==> config.mk <==
export PLATFORM = sky130hd
export DESIGN_NAME = gpio_bitbang_bridge
export DESIGN_NICKNAME = d
export VERILOG_FILES = /design/src/rtl/gpio_bitbang_bridge.sv
export SDC_FILE = /design/constraint.sdc
export NUM_CORES = 1
export LEC_CHECK = 0
export BUFFER_PORTS_ARGS = -buffer_cell sky130_fd_sc_hd__buf_2
export CAP_MARGIN = 40
export CELL_PAD_IN_SITES_DETAIL_PLACEMENT = 0
export CELL_PAD_IN_SITES_GLOBAL_PLACEMENT = 1
export CORE_AREA = 2 2 296 445
export DETAILED_ROUTE_END_ITERATION = 10
export DIE_AREA = 0 0 298 447
export GPL_ROUTABILITY_DRIVEN = 0
export HOLD_SLACK_MARGIN = 0.15
export PLACE_DENSITY_LB_ADDON = 0.1
export SETUP_SLACK_MARGIN = 0.5
export SLEW_MARGIN = 15
export SYNTH_ARGS = -nofsm -noshare
export SYNTH_HDL_FRONTEND = slang
export SYNTH_SLANG_ARGS = --single-unit
==> constraint.sdc <==
create_clock -name clk -period 5.6 [get_ports clk]
set_input_delay 0.56 -clock clk [delete_from_list [all_inputs] [get_ports clk]]
set_output_delay 0.56 -clock clk [all_outputs]
set_load 0.01 [all_outputs]
==> src/rtl/gpio_bitbang_bridge.sv <==
`timescale 1ns/1ps
module gpio_bitbang_bridge #(
  parameter int ADDR_W   = 7,
  parameter int NSLOT    = 23,
  parameter int A_DOUT   = 'h00,
  parameter int A_DIN    = 'h01,
  parameter int A_OE     = 'h02,
  parameter int D_DOUT   = 'h10,
  parameter int D_DIN    = 'h11,
  parameter int D_OE     = 'h12,
  parameter int RDY_BIT  = 7,
  parameter int ALE_BIT  = 6,
  parameter int CLE_BIT  = 5,
  parameter int CE_BIT   = 4,
  parameter int SCK_BIT  = 1,
  parameter int SDAT_BIT = 4
) (
  input  logic              clk,
  input  logic              rst_n,
  input  logic              bus_wr,
  input  logic              bus_rd,
  input  logic [ADDR_W-1:0] bus_addr,
  input  logic [3:0]        bus_be,
  input  logic [31:0]       bus_wdata,
  output logic [31:0]       bus_rdata,
  output logic              nand_ale,
  output logic              nand_cle,
  output logic              nand_ce,
  input  logic              nand_rdy,
  output logic              sens_clk,
  output logic              sens_stb,
  output logic              sens_mosi,
  input  logic              sens_miso
);
  localparam int IDX_W = ADDR_W - 2;

  logic [31:0]      slot [NSLOT];
  logic [IDX_W-1:0] idx;
  logic             full, in_win, wr_ok;

  assign idx    = bus_addr[ADDR_W-1:2];
  assign full   = (bus_be == 4'hF);
  assign in_win = (int'(idx) < NSLOT);
  assign wr_ok  = bus_wr && full && in_win;

  always_ff @(posedge clk) begin
    if (!rst_n) begin
      for (int i = 0; i < NSLOT; i++) slot[i] <= '0;
      sens_stb <= 1'b0;
    end else begin
      sens_stb <= wr_ok && (int'(idx) == D_DOUT) &&
                  (bus_wdata[SCK_BIT] != slot[D_DOUT][SCK_BIT]);
      if (wr_ok && int'(idx) != A_DIN && int'(idx) != D_DIN)
        slot[idx] <= bus_wdata;
    end
  end

  assign nand_ale  = slot[A_DOUT][ALE_BIT];
  assign nand_cle  = slot[A_DOUT][CLE_BIT];
  assign nand_ce   = slot[A_DOUT][CE_BIT];
  assign sens_clk  = slot[D_DOUT][SCK_BIT];
  assign sens_mosi = slot[D_DOUT][SDAT_BIT];

  always_comb begin
    bus_rdata = '0;
    if (bus_rd && full && in_win) begin
      if (int'(idx) == A_DIN) begin
        bus_rdata = slot[A_DOUT] & slot[A_OE];
        bus_rdata[RDY_BIT] = bus_rdata[RDY_BIT] | nand_rdy;
      end else if (int'(idx) == D_DIN) begin
        bus_rdata = slot[D_DOUT] & slot[D_OE];
        bus_rdata[SDAT_BIT] = bus_rdata[SDAT_BIT] | sens_miso;
      end else begin
        bus_rdata = slot[idx];
      end
    end
  end
endmodule

; Word-level counts from Yosys, hierarchy flattened
; Memories as Yosys holds them, arrays and structs flattened.
; Cells that the tools add are included.
[op_classes]
eq_ne = 7
n_bitwise = 4
order_cmp = 1
reduce_logical = 9
muxes = 10
[ops]
columns = cell, n
row1 = $mux W32, 4
row2 = $and A32 B32 Y32, 2
row3 = $reduce_or A32 Y1, 1
row4 = $eq A5 B5 Y1 const B, 2
row5 = $logic_and A1 B1 Y1, 8
row6 = $eq A5 B2 Y1 const B, 1
row7 = $lt A5 B5 Y1 const B, 1
row8 = $mux W1, 5
row9 = $mux W5, 1
row10 = $ne A5 B2 Y1 const B, 1
row11 = $ne A5 B5 Y1 const B, 1
row12 = $eq A4 B4 Y1 const B, 1
row13 = $or A1 B1 Y1, 2
row14 = $ne A1 B1 Y1, 1
[totals]
in_bits = 49
memories = 1
out_inout_bits = 38
ff_bits = 1
ramBits = 736
word_cells = 33
[mem_list]
columns = name, words, width, rd, rd_ports_with_merged_regs, write_ports, line_no
row1 = slot, 23, 32, 5, 0, 23, 37  ; logic [31:0] slot [NSLOT];

; Logic depth before layout (Yosys ltp)
; Gate-level depths: netlist (run 1).
[depth]
ltp_word = 10
depth_mapped = 10
ltp_nobuf = 5

; Worst setup path after synthesis (run 1)
; OpenSTA, ideal clock, no wires.
[synth_timing]
path_type = input port to flip-flop
startpoint = input bus_addr[3]
endpoint = memory slot[10][0], enable pin
setup_slack_ns = 1.337
path_buffers = 4
cell_stages = 6
t_required_ns = 5.134
setup_ns = 0.466
t_arrival_ns = 3.798
cell_sequence = buf_2 buf_4 buf_4 buf_4 nand3b_1 o21ai_0
[synth_rtl]
columns = item, line_no
row1 = start: declaration, 22  ; input logic [ADDR_W-1:0] bus_addr,
row2 = end: declaration, 37

; Final worst setup path (run 1)
[layout_timing]
startpoint = input bus_addr[2]
endpoint = output bus_rdata[24]
[layout_via]
elab_chain_len = 4
elab_cells_between_ends = 8
cone_classes = 1 x order compare / 2 x eq/ne / 3 x mux / 1 x reduce/logical / 1 x memory
[layout_lines]
columns = item, line_no
row1 = $mem_v2 Z23 W32 or $eq A5 B5 Y1 (tied branches), n/a
row2 = $mux W32, 70  ; end else if (int'(idx) == D_DIN) begin
row3 = $mux W32, 67  ; if (int'(idx) == A_DIN) begin
row4 = $mux W32 (*), 66  ; if (bus_rd && full && in_win) begin
row5 = end: declaration, 25  ; output logic [31:0] bus_rdata,
; Every way passes the cells marked *; elsewhere a longest branch is shown, timed or not.

==> results of run 1 <==
[layout make-up]
class / count / area [sq um] / area share, %
Tap cell: 1722 / 2150 / 4.12
Clock buffer: 137 / 2750 / 5.26
Inverter: 16 / 60.1 / 0.115
Timing Repair Buffer: 209 / 1700 / 3.26
Multi-Input combinational cell: 2126 / 14800 / 28.3
Antenna cell: 3 / 7.51 / 0.0144
Clock inverter: 50 / 407 / 0.778
Sequential cell: 1012 / 30400 / 58.1
[per-layer routing]
metal | vias up | part of all wire (%) | global-route usage [%]
met5 | - | 0.034 | 0
met4 | 8 | 3.5 | 8.35
met3 | 234 | 5.2 | 2.75
met2 | 893 | 52 | 41.5
met1 | 14300 | 39 | 27.2
li1 | 12100 | - | -
[cells by family after synthesis]
group,Yosys count
AND/OR/NAND/NOR,992
XOR/XNOR,1
buffers and inverters,305
flip-flops,1012
multiplexers,406
AO/OA/AOI/OAI,388
other,1
[sequential cells by signal (all words and copies together) (netlist names)]
register	count
sens_stb	1
slot	1011
[path summary, 6_finish.rpt]
| path | from | to | slack (ns) | cells after the start |
|---|---|---|---|---|
| worst max-delay path | bus_addr[2] | bus_rdata[24] | 1.19 | 9 |
| worst min-delay path | bus_wdata[9] | slot[31][9] | 0.32 | 1 |
| worst max register to register | slot[16][1] | sens_stb | 4.77 | 2 |
| worst min register to register | slot[16][1] | sens_stb | 0.64 | 2 |
[per-stage QoR]
| step | hold WS (ns) | setup slack [ns] | cells | power [W] |
|---|---|---|---|---|
| floorplan | 0.606 | 1.34 | 3443 | 0.00975 |
| global placement | 0.631 | 1.03 | 5077 | 0.0103 |
| detailed placement | 0.639 | 1.09 | 5085 | 0.0103 |
| CTS | 0.276 | 1.08 | 5272 | 0.0170 |
| global route | 0.343 | 1.14 | 5272 | 0.0173 |
| finish | 0.317 | 1.19 | 5275 | 0.0168 |
[report_power, final]
part / switching, W / total (W) / internal [W] / leakage (nW)
clock: 0.00293 / 0.00664 / 0.00371 / 1.53
sequential: 0.000126 / 0.00892 / 0.00880 / 9.70
combinational: 0.000830 / 0.00121 / 0.000383 / 8.30
total: 0.00389 / 0.0168 / 0.0129 / 19.5
[worst max-delay path, cell delays in order]
cell	delay, ns
buf_4	0.38
buf_4	0.49
nand2b_2	0.38
buf_4	0.35
a211oi_1	0.25
nor4_1	0.08
nor4_1	0.67
a21oi_1	0.35
buf_2	0.24
[placed cells by master (no fill, tap or decap), types with 5 or more instances in the layout]
cell          n
a2111oi_0    13
a2111oi_2     5
a211o_1      27
a211oi_1     58
a21oi_1      87
and2_1      544
and3_1      130
buf_12       21
buf_2        82
buf_4       100
bufinv_16     6
clkbuf_1     32
clkbuf_16   105
clkinv_1     23
clkinv_2     15
conb_1      339
edfxtp_1   1011
inv_1        14
mux2_2       56
mux2i_1     313
mux4_2       37
nand2_1      39
nand2b_2      8
nor2_1       61
nor2_2       10
nor2_4        7
nor2b_1      57
nor3_4        7
nor4_1       57
o21ai_4      13
o22ai_1     164
o32ai_1       8
or3_1         5
or4_1        29
==> out/metrics.yaml, run 1 <==
grt_max_degree: 109
grt_pass1_vias: 28500
synth_most_common_cell: "edfxtp_1"
synth-compound-area-share_pct: 5.69
port-buffer-count: 84
ys_ff_latch: 1012
worst_ep_arrival_time_ns: 3.85
finClkSkew_ns: 0.00438
grt_pass1_wl_mm: 212
nets: 3517
drive_gt1_share_pct: 14.2
final-hold-violation-count: 0
min_period_ns: 4.41
core_region_area_sq_um: 129000
vias: 27600
die_w_microns: 298
cts_hold_buf: 0
dp.final_hpwl_mm: 93.8
required_ns: 5.04
start_util_pct: 34.8
ir_worst_vdd_uv: 247
syn_area_per_cell_sq_um: 14.5
ant_nets: 0
syn_to_final_growth_pct: 16.1
critPathKind: "in2out"
setup_tns_ns: 0
track_usage_pct: 22.7
overflow: 0
worstPathMaxFanout: 26
grt_antenna_before_repair: 25
holdCritPathClass: "in2reg"
synthesis.area_sq_um: 45000
async_flop_share_pct: 0
synth_area_leaders: "edfxtp_1, and2_1, mux2i_1"
clock_path_buffers: 3
slew_viol_final: 0
post_cts.repair.setup_buffers: 0
cp-end-kind: "output pin"
wire_per_inst_microns: 28.7
ys_seq_area_share_pct: 67.5
syn_inst: 3105
relSlewSlack_pct: 39.1
setup.worst_path.start_class: "input pin"
detail_route.first_pass.iterations: 6
worstSkewPairLatency_ns: 0.70
netlist_top_cells_count: "edfxtp_1, and2_1, mux2i_1, clkbuf_1, o22ai_1"
io_pins: 87
max_freq_ghz: 0.227
rsz0062_at_grt: "no"
finalWirelength_mm: 151
drv_cap: 0
power_density_nw_per_um2: 321
synth_edf_count: 1011
drt_iter0_markers: 2231
clock_sink_count: 1012
cts_root_buf: "clkbuf_16"
stdcell_area_sq_um: 52300
synth-simple-area-share_pct: 13.5
finalCoreUtilization_pct: 40.4
dieHeight_microns: 447
place_area_sq_um: 49100
synth_top_cell_area_share_pct: 67.4
h-tree-depth: 3
yosysWarnings: 0
synth_top_family_by_area: "simple AND/OR/NAND/NOR gates"
cts_resized: 0
die-area_sq_um: 133000
tightest_slew_ns: 0.913
synth_top_area_cell: "edfxtp_1"
synth-xor-area-share_pct: 0.0194
synthAdderAreaFrac_pct: 0
clk_pin_slew_ns: 0.06
std_cell_rows: 162
status: "completed"
viasPerCell: 5.24
finalCritPeriodShare_pct: 78.7
setup-violations-final: 0
cts_buffers: 103
ys_types: 62
synth_ff_type: "edfxtp_1"
synthMuxAreaShare_pct: 10.2
drc: 0
leakagePower_nw: 19.5
cts_tree: "done"
fillers: 12300
(Power assumes the default switching activity.)
==> run 2: changes to the inputs <==
==> constraint.sdc (replaced) <==
create_clock -name clk -period 3.6 [get_ports clk]
set_input_delay 0.36 -clock clk [delete_from_list [all_inputs] [get_ports clk]]
set_output_delay 0.36 -clock clk [all_outputs]
set_load 0.01 [all_outputs]
==> run 2 against run 1 <==
Effect of this change:
- count of clock-buffer cells in the layout shrank 5
- flip-flop and latch count is the same
- clock power grew 60%
- combinational power grew 73%
- highest routed layer is now met4
==> out/metrics.yaml, run 2 (synthesis gave the netlist of run 1 again) <==
status: "completed"
required_ns: 3.24  # -1.80 ns
cp-endpoint: "bus_rdata[15]"
leakagePower_nw: 20.4  # +4.6%
cpMostUsedCell: "buf_4"
syn_to_final_growth_pct: 20.2
nets: 3654  # +3.9%
critPathKind: "in2out"
r2r_end: "sens_stb"
worstRegToRegCells: 2  # unchanged
r2r_setup_slack_ns: 2.78  # -1.99 ns
max_freq_ghz: 0.323
drt_iter0_markers: 2198  # -1.5%
drive_gt1_share_pct: 18.1  # +3.9 points
start_util_pct: 34.8  # unchanged
path_cells: "buf_4 > buf_6 > nand2_4 > buf_12 > buf_4 > nor4_4 > buf_4 > nor4_1 > a21oi_1 > buf_4 > buf_2"
holdCritPathClass: "in2reg"
crit_slowest_cell: "nor4_4"
vias: 27900  # +1.1%
dp.final_hpwl_mm: 96.5  # +2.8%
std_cell_rows: 162  # unchanged
largest_register: "slot"
die-area_sq_um: 133000  # unchanged
cp-end-kind: "output pin"
overflow: 0  # unchanged
die_w_microns: 298  # unchanged
cp.depth: 11  # +2
setup-violations-final: 0  # unchanged
cpPeakStageDelay_ns: 0.36  # -0.31 ns
h-tree-depth: 3  # unchanged
fin_ws_ns: 0.509  # -0.682 ns
setup_tns_ns: 0  # unchanged
drc: 0  # unchanged
clock_sink_count: 1012  # unchanged
port-buffer-count: 84  # unchanged
cts_root_buf: "clkbuf_16"
min_period_ns: 3.09
grt_antenna_before_repair: 10  # -60%
hold_slack_ns: 0.178  # -0.140 ns
relSlewSlack_pct: 45.1  # +6.0 points
finalCritPeriodShare_pct: 85.9
tightest_slew_ns: 0.821  # -0.0920 ns
io_pins: 87  # unchanged
core_region_area_sq_um: 129000  # unchanged
finalCoreUtilization_pct: 41.8  # +1.4 points
mostFrequentLayoutCells: "edfxtp_1, and2_1, conb_1"
crit_buf_inv: 7  # +3
cts_tree: "done"
r2r-start: "slot[16][1]"
worstSetupStartpoint: "bus_addr[6]"
clock_path_buffers: 3  # unchanged
power_density_nw_per_um2: 492  # +53%
finClkSkew_ns: 0.00101  # -0.00336 ns
grt_pass1_vias: 29500  # +3.4%
final_common_cell: "edfxtp_1"
setup.worst_path.start_class: "input pin"
detail_route.first_pass.iterations: 5  # -1
critPathTopFamily: "buffers and inverters"
preCtsSetupSlack_ns: -0.175  # -1.26 ns
dieHeight_microns: 447  # unchanged
slew_viol_final: 0  # unchanged
largestRegisters: "slot (1011), sens_stb (1)"
wire_per_inst_microns: 28.5  # -0.55%
worstPathMaxFanout: 15  # -42%
finalWirelength_mm: 154  # +2.1%
track_usage_pct: 23.1  # +0.39 points
drv_cap: 0  # unchanged
grt_pass1_wl_mm: 217  # +2.3%
ant_nets: 0  # unchanged
rsz0062_at_grt: "yes"
worst_ep_arrival_time_ns: 2.73  # -1.12 ns
largest_reg_flops: 1011  # unchanged
place_area_sq_um: 50100  # +2.0%
final-hold-violation-count: 0  # unchanged
ir_worst_vdd_uv: 480  # +95%
cts_buffers: 103  # unchanged
clk_pin_slew_ns: 0.06  # about the same
grt_max_degree: 87  # -20%
worstSkewPairLatency_ns: 0.70  # about the same
stdcell_area_sq_um: 54100  # +3.5%
viasPerCell: 5.16  # -1.5%
run 2: power breakdown:
group          internal (W)  total, W  switching, W  leakage, nW
Sequential           0.0137    0.0139      0.000201         9.70
Clock               0.00599    0.0106       0.00465         1.59
Combinational      0.000723   0.00209       0.00137         9.14
run 2: area by class of cell:
type	instances	area, sq um
inverter	16	62.6
antenna	4	10.0
tap	1722	2150
fill	12200	75200
multi-input combinational	2127	15100
clock buffer	132	2730
timing repair buffer	345	3090
sequential	1012	30400
clock inverter	56	539
run 2: stage by stage:
stage	instances	total power, W
finish	5414	0.0266
detailed placement	5193	0.0161
global route	5410	0.0275
floorplan	3443	0.0152
CTS	5408	0.0269
global placement	5190	0.0161
run 2: worst min path at each step:
stage / start / end / slack (ns) / depth (start not counted)
2_1_floorplan: bus_wdata[0] / slot[23][0] / 0.46 / 0
3_3_place_gp: slot[16][1] / sens_stb / 0.64 / 2
3_5_place_dp: slot[16][1] / sens_stb / 0.64 / 2
4_1_cts: bus_wdata[12] / slot[23][12] / 0.16 / 1
5_1_grt: bus_wdata[12] / slot[30][12] / 0.20 / 1
6_report: bus_wdata[12] / slot[23][12] / 0.18 / 1
run 2: what timing repair did:
action | CTS | global route
cloned | 2 | 2
buffers inserted | 11 | 0
pin swaps | 7 | 2
hold endpoints to repair | 119 | 0
resized for setup | 54 | 17
hold buffers | 14 | 0
endpoints found under the setup margin | 32 | 20
run 2: layer usage:
metal,vias up,wire length [microns],GRT usage (%),share of wire [%]
met5,-,0,0,0
met4,0,6700,10.2,4.3
met3,240,7170,2.72,4.6
met2,789,79800,41.6,52
met1,14500,60700,27.6,39
li1,12400,-,-,-
run 2: worst register-to-register path, delay by kind of cell, from the launching register on:
kind,cells,cell delay [ns]
DFF,1,0.47
xor gates and xnor gates,1,0.19
and+or+nand+nor,1,0.05
